--- src/rtl/phy_rst_pkg.sv ---
package phy_rst_pkg;
    typedef enum logic [2:0] {
        ST_POR  = 3'd0,
        ST_HOLD = 3'd1,
        ST_EXIT = 3'd2,
        ST_WAIT = 3'd3,
        ST_RUN  = 3'd4
    } rst_st_e;
endpackage

--- src/rtl/prs_sync.sv ---
module prs_sync #(
    parameter int  STAGES  = 2,
    parameter logic RST_VAL = 1'b1
) (
    input  logic clk,
    input  logic arst,
    input  logic d,
    output logic q
);
    logic [STAGES-1:0] sh_q, sh_d;

    generate
        if (STAGES == 1) begin : g_one
            always_comb sh_d = d;
        end else begin : g_many
            always_comb sh_d = {sh_q[STAGES-2:0], d};
        end
    endgenerate

    always_ff @(posedge clk or posedge arst) begin
        if (arst) sh_q <= {STAGES{RST_VAL}};
        else      sh_q <= sh_d;
    end

    assign q = sh_q[STAGES-1];
endmodule

--- src/rtl/prs_lowqual.sv ---
module prs_lowqual #(
    parameter int MIN_LOW = 5
) (
    input  logic clk,
    input  logic arst,
    input  logic en,
    input  logic pin_s,
    output logic hit
);
    localparam int LW = (MIN_LOW < 2) ? 1 : $clog2(MIN_LOW);
    localparam logic [LW-1:0] LAST = LW'(MIN_LOW - 1);

    logic [LW-1:0] cnt_q, cnt_d;

    always_comb begin
        cnt_d = cnt_q;
        if (!en || pin_s)       cnt_d = '0;
        else if (cnt_q != LAST) cnt_d = cnt_q + 1'b1;
    end

    always_ff @(posedge clk or posedge arst) begin
        if (arst) cnt_q <= '0;
        else      cnt_q <= cnt_d;
    end

    assign hit = en && !pin_s && (cnt_q == LAST);

    a_r1_cnt_bounded: assert property (@(posedge clk) disable iff (arst)
        cnt_q <= LAST);
    a_r1_cnt_clears_high: assert property (@(posedge clk) disable iff (arst)
        (en && pin_s) |=> (cnt_q == '0));
endmodule

--- src/rtl/phy_rst_seq.sv ---
module phy_rst_seq
    import phy_rst_pkg::*;
#(
    parameter int MIN_LOW  = 5,
    parameter int EXIT_CYC = 16,
    parameter int POR_CYC  = 500,
    parameter int CLK_TMO  = 1325000
) (
    input  logic clk,
    input  logic por_det,
    input  logic rst_pin_n,
    input  logic ctl_wr,
    input  logic ctl_wbit,
    input  logic clocks_valid,
    output logic regs_reset,
    output logic mgmt_ready,
    output logic reset_done,
    output logic mac_en,
    output logic ctl_rbit
);
    localparam int TMAX0 = (POR_CYC > EXIT_CYC) ? POR_CYC : EXIT_CYC;
    localparam int TMAX  = (TMAX0 > CLK_TMO) ? TMAX0 : CLK_TMO;
    localparam int CW    = $clog2(TMAX + 1);
    localparam logic [CW-1:0] POR_LAST  = CW'(POR_CYC - 1);
    localparam logic [CW-1:0] EXIT_LAST = CW'(EXIT_CYC - 1);
    localparam logic [CW-1:0] TMO_LAST  = CW'(CLK_TMO - 1);

    typedef struct packed {
        rst_st_e       st;
        logic [CW-1:0] cnt;
        logic          swb;
        logic          mac;
    } seq_t;

    seq_t r_q, r_d;
    logic pin_s, qual_en, hw_hit, sw_go;

    prs_sync #(.STAGES(2), .RST_VAL(1'b1)) u_sync (
        .clk (clk), .arst(por_det), .d(rst_pin_n), .q(pin_s)
    );

    assign qual_en = (r_q.st == ST_EXIT) || (r_q.st == ST_WAIT) || (r_q.st == ST_RUN);

    prs_lowqual #(.MIN_LOW(MIN_LOW)) u_qual (
        .clk(clk), .arst(por_det), .en(qual_en), .pin_s(pin_s), .hit(hw_hit)
    );

    assign sw_go = ctl_wr && ctl_wbit && ((r_q.st == ST_WAIT) || (r_q.st == ST_RUN));

    always_comb begin
        r_d = r_q;
        case (r_q.st)
            ST_POR: begin
                if (r_q.cnt == POR_LAST) begin
                    r_d.st  = ST_EXIT;
                    r_d.cnt = '0;
                end else r_d.cnt = r_q.cnt + 1'b1;
            end
            ST_HOLD: begin
                if (pin_s) begin
                    r_d.st  = ST_EXIT;
                    r_d.cnt = '0;
                end
            end
            ST_EXIT: begin
                if (r_q.cnt == EXIT_LAST) begin
                    r_d.st  = ST_WAIT;
                    r_d.cnt = '0;
                    r_d.swb = 1'b0;
                end else r_d.cnt = r_q.cnt + 1'b1;
            end
            ST_WAIT: begin
                if (clocks_valid || (r_q.cnt == TMO_LAST)) begin
                    r_d.st  = ST_RUN;
                    r_d.cnt = '0;
                end else r_d.cnt = r_q.cnt + 1'b1;
            end
            default: r_d.cnt = '0;
        endcase
        if (sw_go) begin
            r_d.st  = ST_EXIT;
            r_d.cnt = '0;
            r_d.swb = 1'b1;
        end
        if (hw_hit) begin
            r_d.st  = ST_HOLD;
            r_d.cnt = '0;
            r_d.swb = 1'b0;
        end
        r_d.mac = (r_d.st == ST_RUN) && (r_q.st == ST_RUN);
    end

    always_ff @(posedge clk or posedge por_det) begin
        if (por_det) r_q <= '{st: ST_POR, cnt: '0, swb: 1'b0, mac: 1'b0};
        else         r_q <= r_d;
    end

    assign regs_reset = (r_q.st == ST_POR) || (r_q.st == ST_HOLD) || (r_q.st == ST_EXIT);
    assign mgmt_ready = (r_q.st == ST_WAIT) || (r_q.st == ST_RUN);
    assign reset_done = (r_q.st == ST_RUN);
    assign mac_en     = r_q.mac;
    assign ctl_rbit   = r_q.swb;

    // the hold state is entered only with the synchronized pin low
    a_r1_hold_needs_low: assert property (@(posedge clk) disable iff (por_det)
        (r_q.st == ST_HOLD && $past(r_q.st) != ST_HOLD) |-> $past(!pin_s));
    // release happens only after the management stage
    a_r3_done_after_ready: assert property (@(posedge clk) disable iff (por_det)
        $rose(reset_done) |-> $past(mgmt_ready));
    // the ready-wait counter never passes the timeout
    a_r4_tmo_bound: assert property (@(posedge clk) disable iff (por_det)
        (r_q.st == ST_WAIT) |-> (r_q.cnt <= TMO_LAST));
    // the data interface never runs without completion
    a_r5_mac_needs_done: assert property (@(posedge clk) disable iff (por_det)
        mac_en |-> reset_done);
    // the power-up hold never hands over to a pin hold
    a_r7_por_no_hold: assert property (@(posedge clk) disable iff (por_det)
        (r_q.st == ST_POR) |=> (r_q.st != ST_HOLD));
    // an accepted software write enters reset at the next edge
    a_r8_sw_enters: assert property (@(posedge clk) disable iff (por_det)
        (ctl_wr && ctl_wbit && mgmt_ready && !hw_hit) |=> (ctl_rbit && regs_reset));
    // the read-back bit is only seen inside a reset
    a_r9_rbit_in_reset: assert property (@(posedge clk) disable iff (por_det)
        ctl_rbit |-> (regs_reset && !mgmt_ready));
    // a qualified pin clears the software bit
    a_r10_hw_wins: assert property (@(posedge clk) disable iff (por_det)
        hw_hit |=> !ctl_rbit);
endmodule

--- config.mk ---
export PLATFORM = sky130hd
export DESIGN_NAME = phy_rst_seq
export DESIGN_NICKNAME = d
export VERILOG_FILES = /design/src/rtl/phy_rst_pkg.sv /design/src/rtl/prs_sync.sv /design/src/rtl/prs_lowqual.sv /design/src/rtl/phy_rst_seq.sv
export SDC_FILE = /design/constraint.sdc
export NUM_CORES = 1
export LEC_CHECK = 0
export BUFFER_PORTS_ARGS = -buffer_cell sky130_fd_sc_hd__buf_2
export CAP_MARGIN = 20
export CORE_AREA = 2 2 63 65
export CTS_CLUSTER_SIZE = 8
export DETAILED_ROUTE_END_ITERATION = 16
export DIE_AREA = 0 0 65 67
export GPL_ROUTABILITY_DRIVEN = 0
export GPL_TIMING_DRIVEN = 0
export PLACE_DENSITY = 0.66
export SYNTH_ARGS = -nofsm -noshare
export SYNTH_HDL_FRONTEND = slang
export SYNTH_SLANG_ARGS = --single-unit
export TNS_END_PERCENT = 100
--- constraint.sdc ---
create_clock -name clk -period 4.7 [get_ports clk]
set_input_delay 0.705 -clock clk [delete_from_list [all_inputs] [get_ports clk]]
set_output_delay 0.705 -clock clk [all_outputs]
set_load 0.02 [all_outputs]
# --- Word-level counts from Yosys, hierarchy flattened ---
# Cells that the tools add are included.
classes:
  eq_ne: 11
  reduce_logical: 19
  n_mux: 15
  addsub: 2
ops:
  columns: ["operator", "n"]
  rows:
  - ["21-bit one-hot mux with 4 select lines", 1]
  - ["21-bit two-way mux", 3]
  - ["25-bit two-way mux", 2]
  - ["24-bit two-way mux", 1]
  - ["21-bit by 1-bit adder with 21-bit output (second input constant)", 1]
  - ["21-bit equality test (second input constant)", 1]
  - ["21-bit by 4-bit equality test with 1-bit output (second input constant)", 1]
  - ["21-bit by 9-bit equality test with 1-bit output (second input constant)", 1]
  - ["3-bit two-way mux", 5]
  - ["3-bit one-hot mux with 4 select lines", 1]
  - ["3-bit equality test (second input constant)", 3]
  - ["1-bit logical OR", 7]
  - ["3-bit by 2-bit equality test with 1-bit output (second input constant)", 2]
  - ["3-bit nonzero test", 2]
  - ["1-bit logical AND", 5]
  - ["4-bit by 3-bit != test with 1-bit output (second input constant)", 1]
  - ["3-bit by 1-bit adder with 3-bit output (second input constant)", 1]
  - ["3-bit by 1-bit equality test with 1-bit output (second input constant)", 1]
  - ["3-bit logical NOT", 1]
  - ["3-bit != test (second input constant)", 1]
  - ["1-bit logical NOT", 2]
  - ["1-bit two-way mux", 2]
  - ["2-bit AND reduction", 1]
  - ["2-bit nonzero test", 1]
word_totals:
  wordCells: 53
  output_inout_bits: 5
  inputBits: 6
  ff_bits: 31

# --- Depth between registers and ports, before layout ---
depth:
  ltp_word: 8
  depth_mapped: 10
  depth_no_buf: 8

# --- By module ---
# Synthesis repeated with hierarchy kept, for this count alone.
hier_totals:
  cells_unflattened: 190
  hier_area_um2: 1883.1
by_module_without_submodules:
  columns: ["module", "cells_each", "n_inst", "seq_area_each_um2", "area_each_um2"]
  rows:
  - ["phy_rst_seq", 167, 1, 650.6, 1640.3]
  - ["prs_lowqual", 20, 1, 75.1, 186.4]
  - ["prs_sync", 3, 1, 52.6, 56.3]

# --- Worst setup path after synthesis ---
# Ideal clock, no wire load.
synth_timing:
  kind: "register to register"
  from: "register r_q[7] (netlist bit)"
  to: "register r_q[11] (netlist bit)"
  setup_slack_ns: 2.353
  t_arrival_ns: 2.227
  synth_period_minus_slack_ns: 2.347
  path_buffers: 1
  t_required_ns: 4.579
  setup_ns: 0.121
  stages_incl_launch_ff: 8
  cell_sequence: "dfrtp_1 > or4_1 > or3_1 > o21a_1 > o31a_1 > buf_2 > a21o_1 > a22o_1"
synth_between:
  elab_chain_len: 6
  word_cells_on_any_way: 11
  cone_classes: "add/sub (1); eq/ne (3); mux (6); reduce/logical (1)"
synth_rtl:
  columns: ["element", "line_no", "source"]
  rows:
  - ["start: declaration", "phy_rst_seq.sv:35", "seq_t r_q, r_d;"]
  - ["start signal: assignment", "phy_rst_seq.sv:94", "if (por_det) r_q <= '{st: ST_POR, cnt: '0, swb: 1'b0, mac: 1'b0};"]
  - ["start signal: assignment", "phy_rst_seq.sv:95", "else r_q <= r_d;"]
  - ["parallel branches: the longest is 3 deep, another holds 21-bit by 1-bit adder with 21-bit output", null, null]
  - ["21-bit one-hot mux with 4 select lines *", "phy_rst_seq.sv:52", "case (r_q.st)"]
  - ["25-bit two-way mux *", "phy_rst_seq.sv:80", "if (sw_go) begin"]
  - ["25-bit two-way mux *", "phy_rst_seq.sv:85", "if (hw_hit) begin"]
# Mark *: on every way between the ends.
# A chain may end at the register's enable or synchronous reset.

# --- Worst setup path in the final report ---
layout_timing:
  from: "register r_q[3] (netlist bit)"
  to: "register r_q[20] (netlist bit)"
# The elaborated chain is that of the path after synthesis.

==> flow_metrics.tcl <==
set metrics [dict create \
    status "finished, final reports clean" \
    seqPwrFrac_pct 36.6 \
    wl_per_cell_um 14.6 \
    cts_buffers 5 \
    synthToLayoutAreaGrowth_pct 12.4 \
    ir_drop_mv 0.233 \
    post-route-period-util_pct 55.7 \
    whs_ns 0.359 \
    yosys_warnings 0 \
    hold_buffers 0 \
    post-place-ws_ns 2.11 \
    drive_gt1_share_pct 12.5 \
    leakage_nw 0.971 \
    drv_slew 0 \
    hold_depth 0 \
    synthArstFlopShare_pct 100 \
    reg2reg_to "r_q[20]" \
    synthesis.instances 205 \
    initial_core_util_pct 49.7 \
    end_kind "flip-flop" \
    worst_path_max_delay_cell "or4_1" \
    mostFrequentLayoutCell "nor2_1" \
    hold_path.class "flip-flop to flip-flop" \
    powerDensity_nw_per_um2 448 \
    dp_hpwl_um 2910 \
    firstDrtPassIters 4 \
    max_stage_delay_ns 0.62 \
    rsz0062_at_grt "false" \
    nNetsFinal 232 \
    path_common_cell "nand3_1" \
    tightest_slew_ns 1.00 \
    seq_area_frac_synth_pct 43.4 \
    avgSynthCellArea_um2 8.75 \
    synth_nets 214 \
    placedInstanceArea_um2 1930 \
    num_antenna_cells 0 \
    relSlewSlack_pct 32.4 \
    p_sw_w 0.000354 \
    grt_pass1_wl_um 6920 \
    coreArea_um2 3610 \
    grt_max_degree 21 \
    cts_resized 0 \
    period_needed_ns 2.62 \
    hold_viol 0 \
    whs_endpoint "u_sync.sh_q[1]" \
    final_cell_mix "nor2_1, dfrtp_1, nand2_1" \
    layout_setup_ws_ns 2.08 \
    cts_setup_buffers 0 \
    cts.path.max_buffers 2 \
    pwr-share-comb_pct 41.0 \
    insertion_delay_ns 0.28 \
    fp.dieH_um 67 \
    final_cell_area_um2 2010 \
    grt_antenna_before_repair 0 \
    fin_util_pct 55.9 \
    synthFlopType "dfrtp_1" \
    vias 1572 \
    drc_errors 0 \
    grtUsageTotal_pct 20.8 \
    synth-seq-cells 31 \
    cts-root-buf "clkbuf_8" \
    drv_cap 0 \
    cts_sinks 31 \
    first_global_vias 1521 \
    cp.arrival_ns 2.78 \
    r2r_slack_ns 2.08 \
    port_buffers 10 \
    synth_edf_count 0 \
    hp-start "u_sync.sh_q[0]" \
    crit_required_ns 4.86 \
    ioPinCount 11 \
    clkSlewWorstSetupHoldPaths_ns 0.07 \
    rr_startpoint "r_q[3]" \
    r2r_cells 7 \
    fin_tns_setup_ns 0 \
    gr-total-overflow 0 \
    internal-power_w 0.000548 \
    fillCellCount 337 \
    switching_share_pct 39.2 \
    power_frac_clock_pct 22.4 \
    die-area_um2 4360 \
    synth.distinct_cells 40 \
    drtAntennaViolNets 0 \
    critPathKind "flip-flop to flip-flop" \
    path_cells "ha_1, nand3_1, or4_1, nor4_1, nand3_1, xnor2_1, nor2b_1" \
    drtIter0Drc 113 \
    htreeDepth 2 \
    via_per_inst 5.78 \
    wl_um 3970 \
    fp.dieW_um 65 \
    syn-cell-area_um2 1790 \
    max_freq_mhz 382 \
    rows 22 \
    finalSetupViolCount 0 \
    finalClockSkew_ns 0.00479 \
    critical_path.max_fanout 6 \
    worstSetupStartpointType "flip-flop" \
    cts_tree "done" \
]
==> cell usage after synthesis, types with 2 or more instances <==
cell,count,area [um^2]
and4_1,3,26.3
or2_2,2,12.5
nor2b_1,2,12.5
clkbuf_1,6,22.5
xnor2_1,3,26.3
dfstp_2,2,52.6
o21ai_0,4,20.0
ha_1,3,37.5
a211oi_1,3,22.5
nand2b_1,2,12.5
xor2_1,3,26.3
nand3_1,10,50.1
dfrtp_1,29,726
a221o_1,2,20.0
nor4_1,4,25.0
nand2_1,24,90.1
a21o_1,10,75.1
a21oi_1,8,40.0
and3_1,5,31.3
nand4_1,4,25.0
mux2_2,2,22.5
buf_2,3,15.0
or4_1,3,22.5
inv_1,7,26.3
nor2_1,34,128
a22o_1,13,114
==> routing by layer <==
layer	global-route usage, %	up-vias	wire (um)
met5	0	-	0
met4	8.78	0	71
met3	3.89	12	205
met2	34.9	50	1860
met1	26.3	737	1830
li1	-	773	-
==> critical path: cells and delay by family, from the launching register on <==
| kind | cells | cell delay, ns |
|---|---|---|
| XOR/XNOR | 1 | 0.15 |
| flip-flops | 1 | 0.44 |
| AND/OR/NAND/NOR | 5 | 1.65 |
| adder cells (fa/ha/maj) | 1 | 0.26 |
==> cells by family after synthesis <==
logic type | synth area share [%]
compound gates | 19.1
xor+xnor | 2.93
fa+ha+maj | 2.09
buf+inv | 3.56
flops | 43.4
mux | 1.81
simple gates | 27.1
==> worst max path at each step <==
stage / start / endpoint / slack (ns)
global route: r_q[3] / r_q[20] / 1.89
global placement: r_q[7] / r_q[11] / 2.15
CTS: r_q[3] / r_q[20] / 2.09
finish: r_q[3] / r_q[20] / 2.08
detailed placement: r_q[3] / r_q[20] / 2.11
floorplan: r_q[7] / r_q[11] / 2.35
==> area by class of cell <==
cell class	instances	area (um^2)	area share, %
buffer	9	37.5	1.86
clock buffer	5	68.8	3.42
clock inverter	3	15.0	0.745
inverter	7	26.3	1.30
multi-input combinational	158	951	47.2
sequential	31	778	38.6
tap	48	60.1	2.98
timing repair buffer	11	77.6	3.85
==> per-stage QoR <==
step	cells	total power, W
2_1_floorplan	205	0.000609
3_3_place_gp	263	0.000689
3_5_place_dp	264	0.000703
4_1_cts	272	0.000905
5_1_grt	272	0.000959
6_report	272	0.000903
==> registers in the layout, indices dropped and copies added (netlist names) <==
| signal | count |
|---|---|
| ctl_rbit | 1 |
| mac_en | 1 |
| r_q | 24 |
| u_qual.cnt_q | 3 |
| u_sync.sh_q | 2 |
==> power groups by stage <==
| stage | logic (W) | registers (W) | clock network (W) |
|---|---|---|---|
| 6_report | 0.000371 | 0.000330 | 0.000202 |
| 4_1_cts | 0.000371 | 0.000330 | 0.000204 |
| 3_5_place_dp | 0.000369 | 0.000334 | 0 |
| 2_1_floorplan | 0.000278 | 0.000331 | 0 |
| 3_3_place_gp | 0.000357 | 0.000333 | 0 |
| 5_1_grt | 0.000408 | 0.000334 | 0.000217 |
Note: power is estimated with default switching activity, not from simulation.
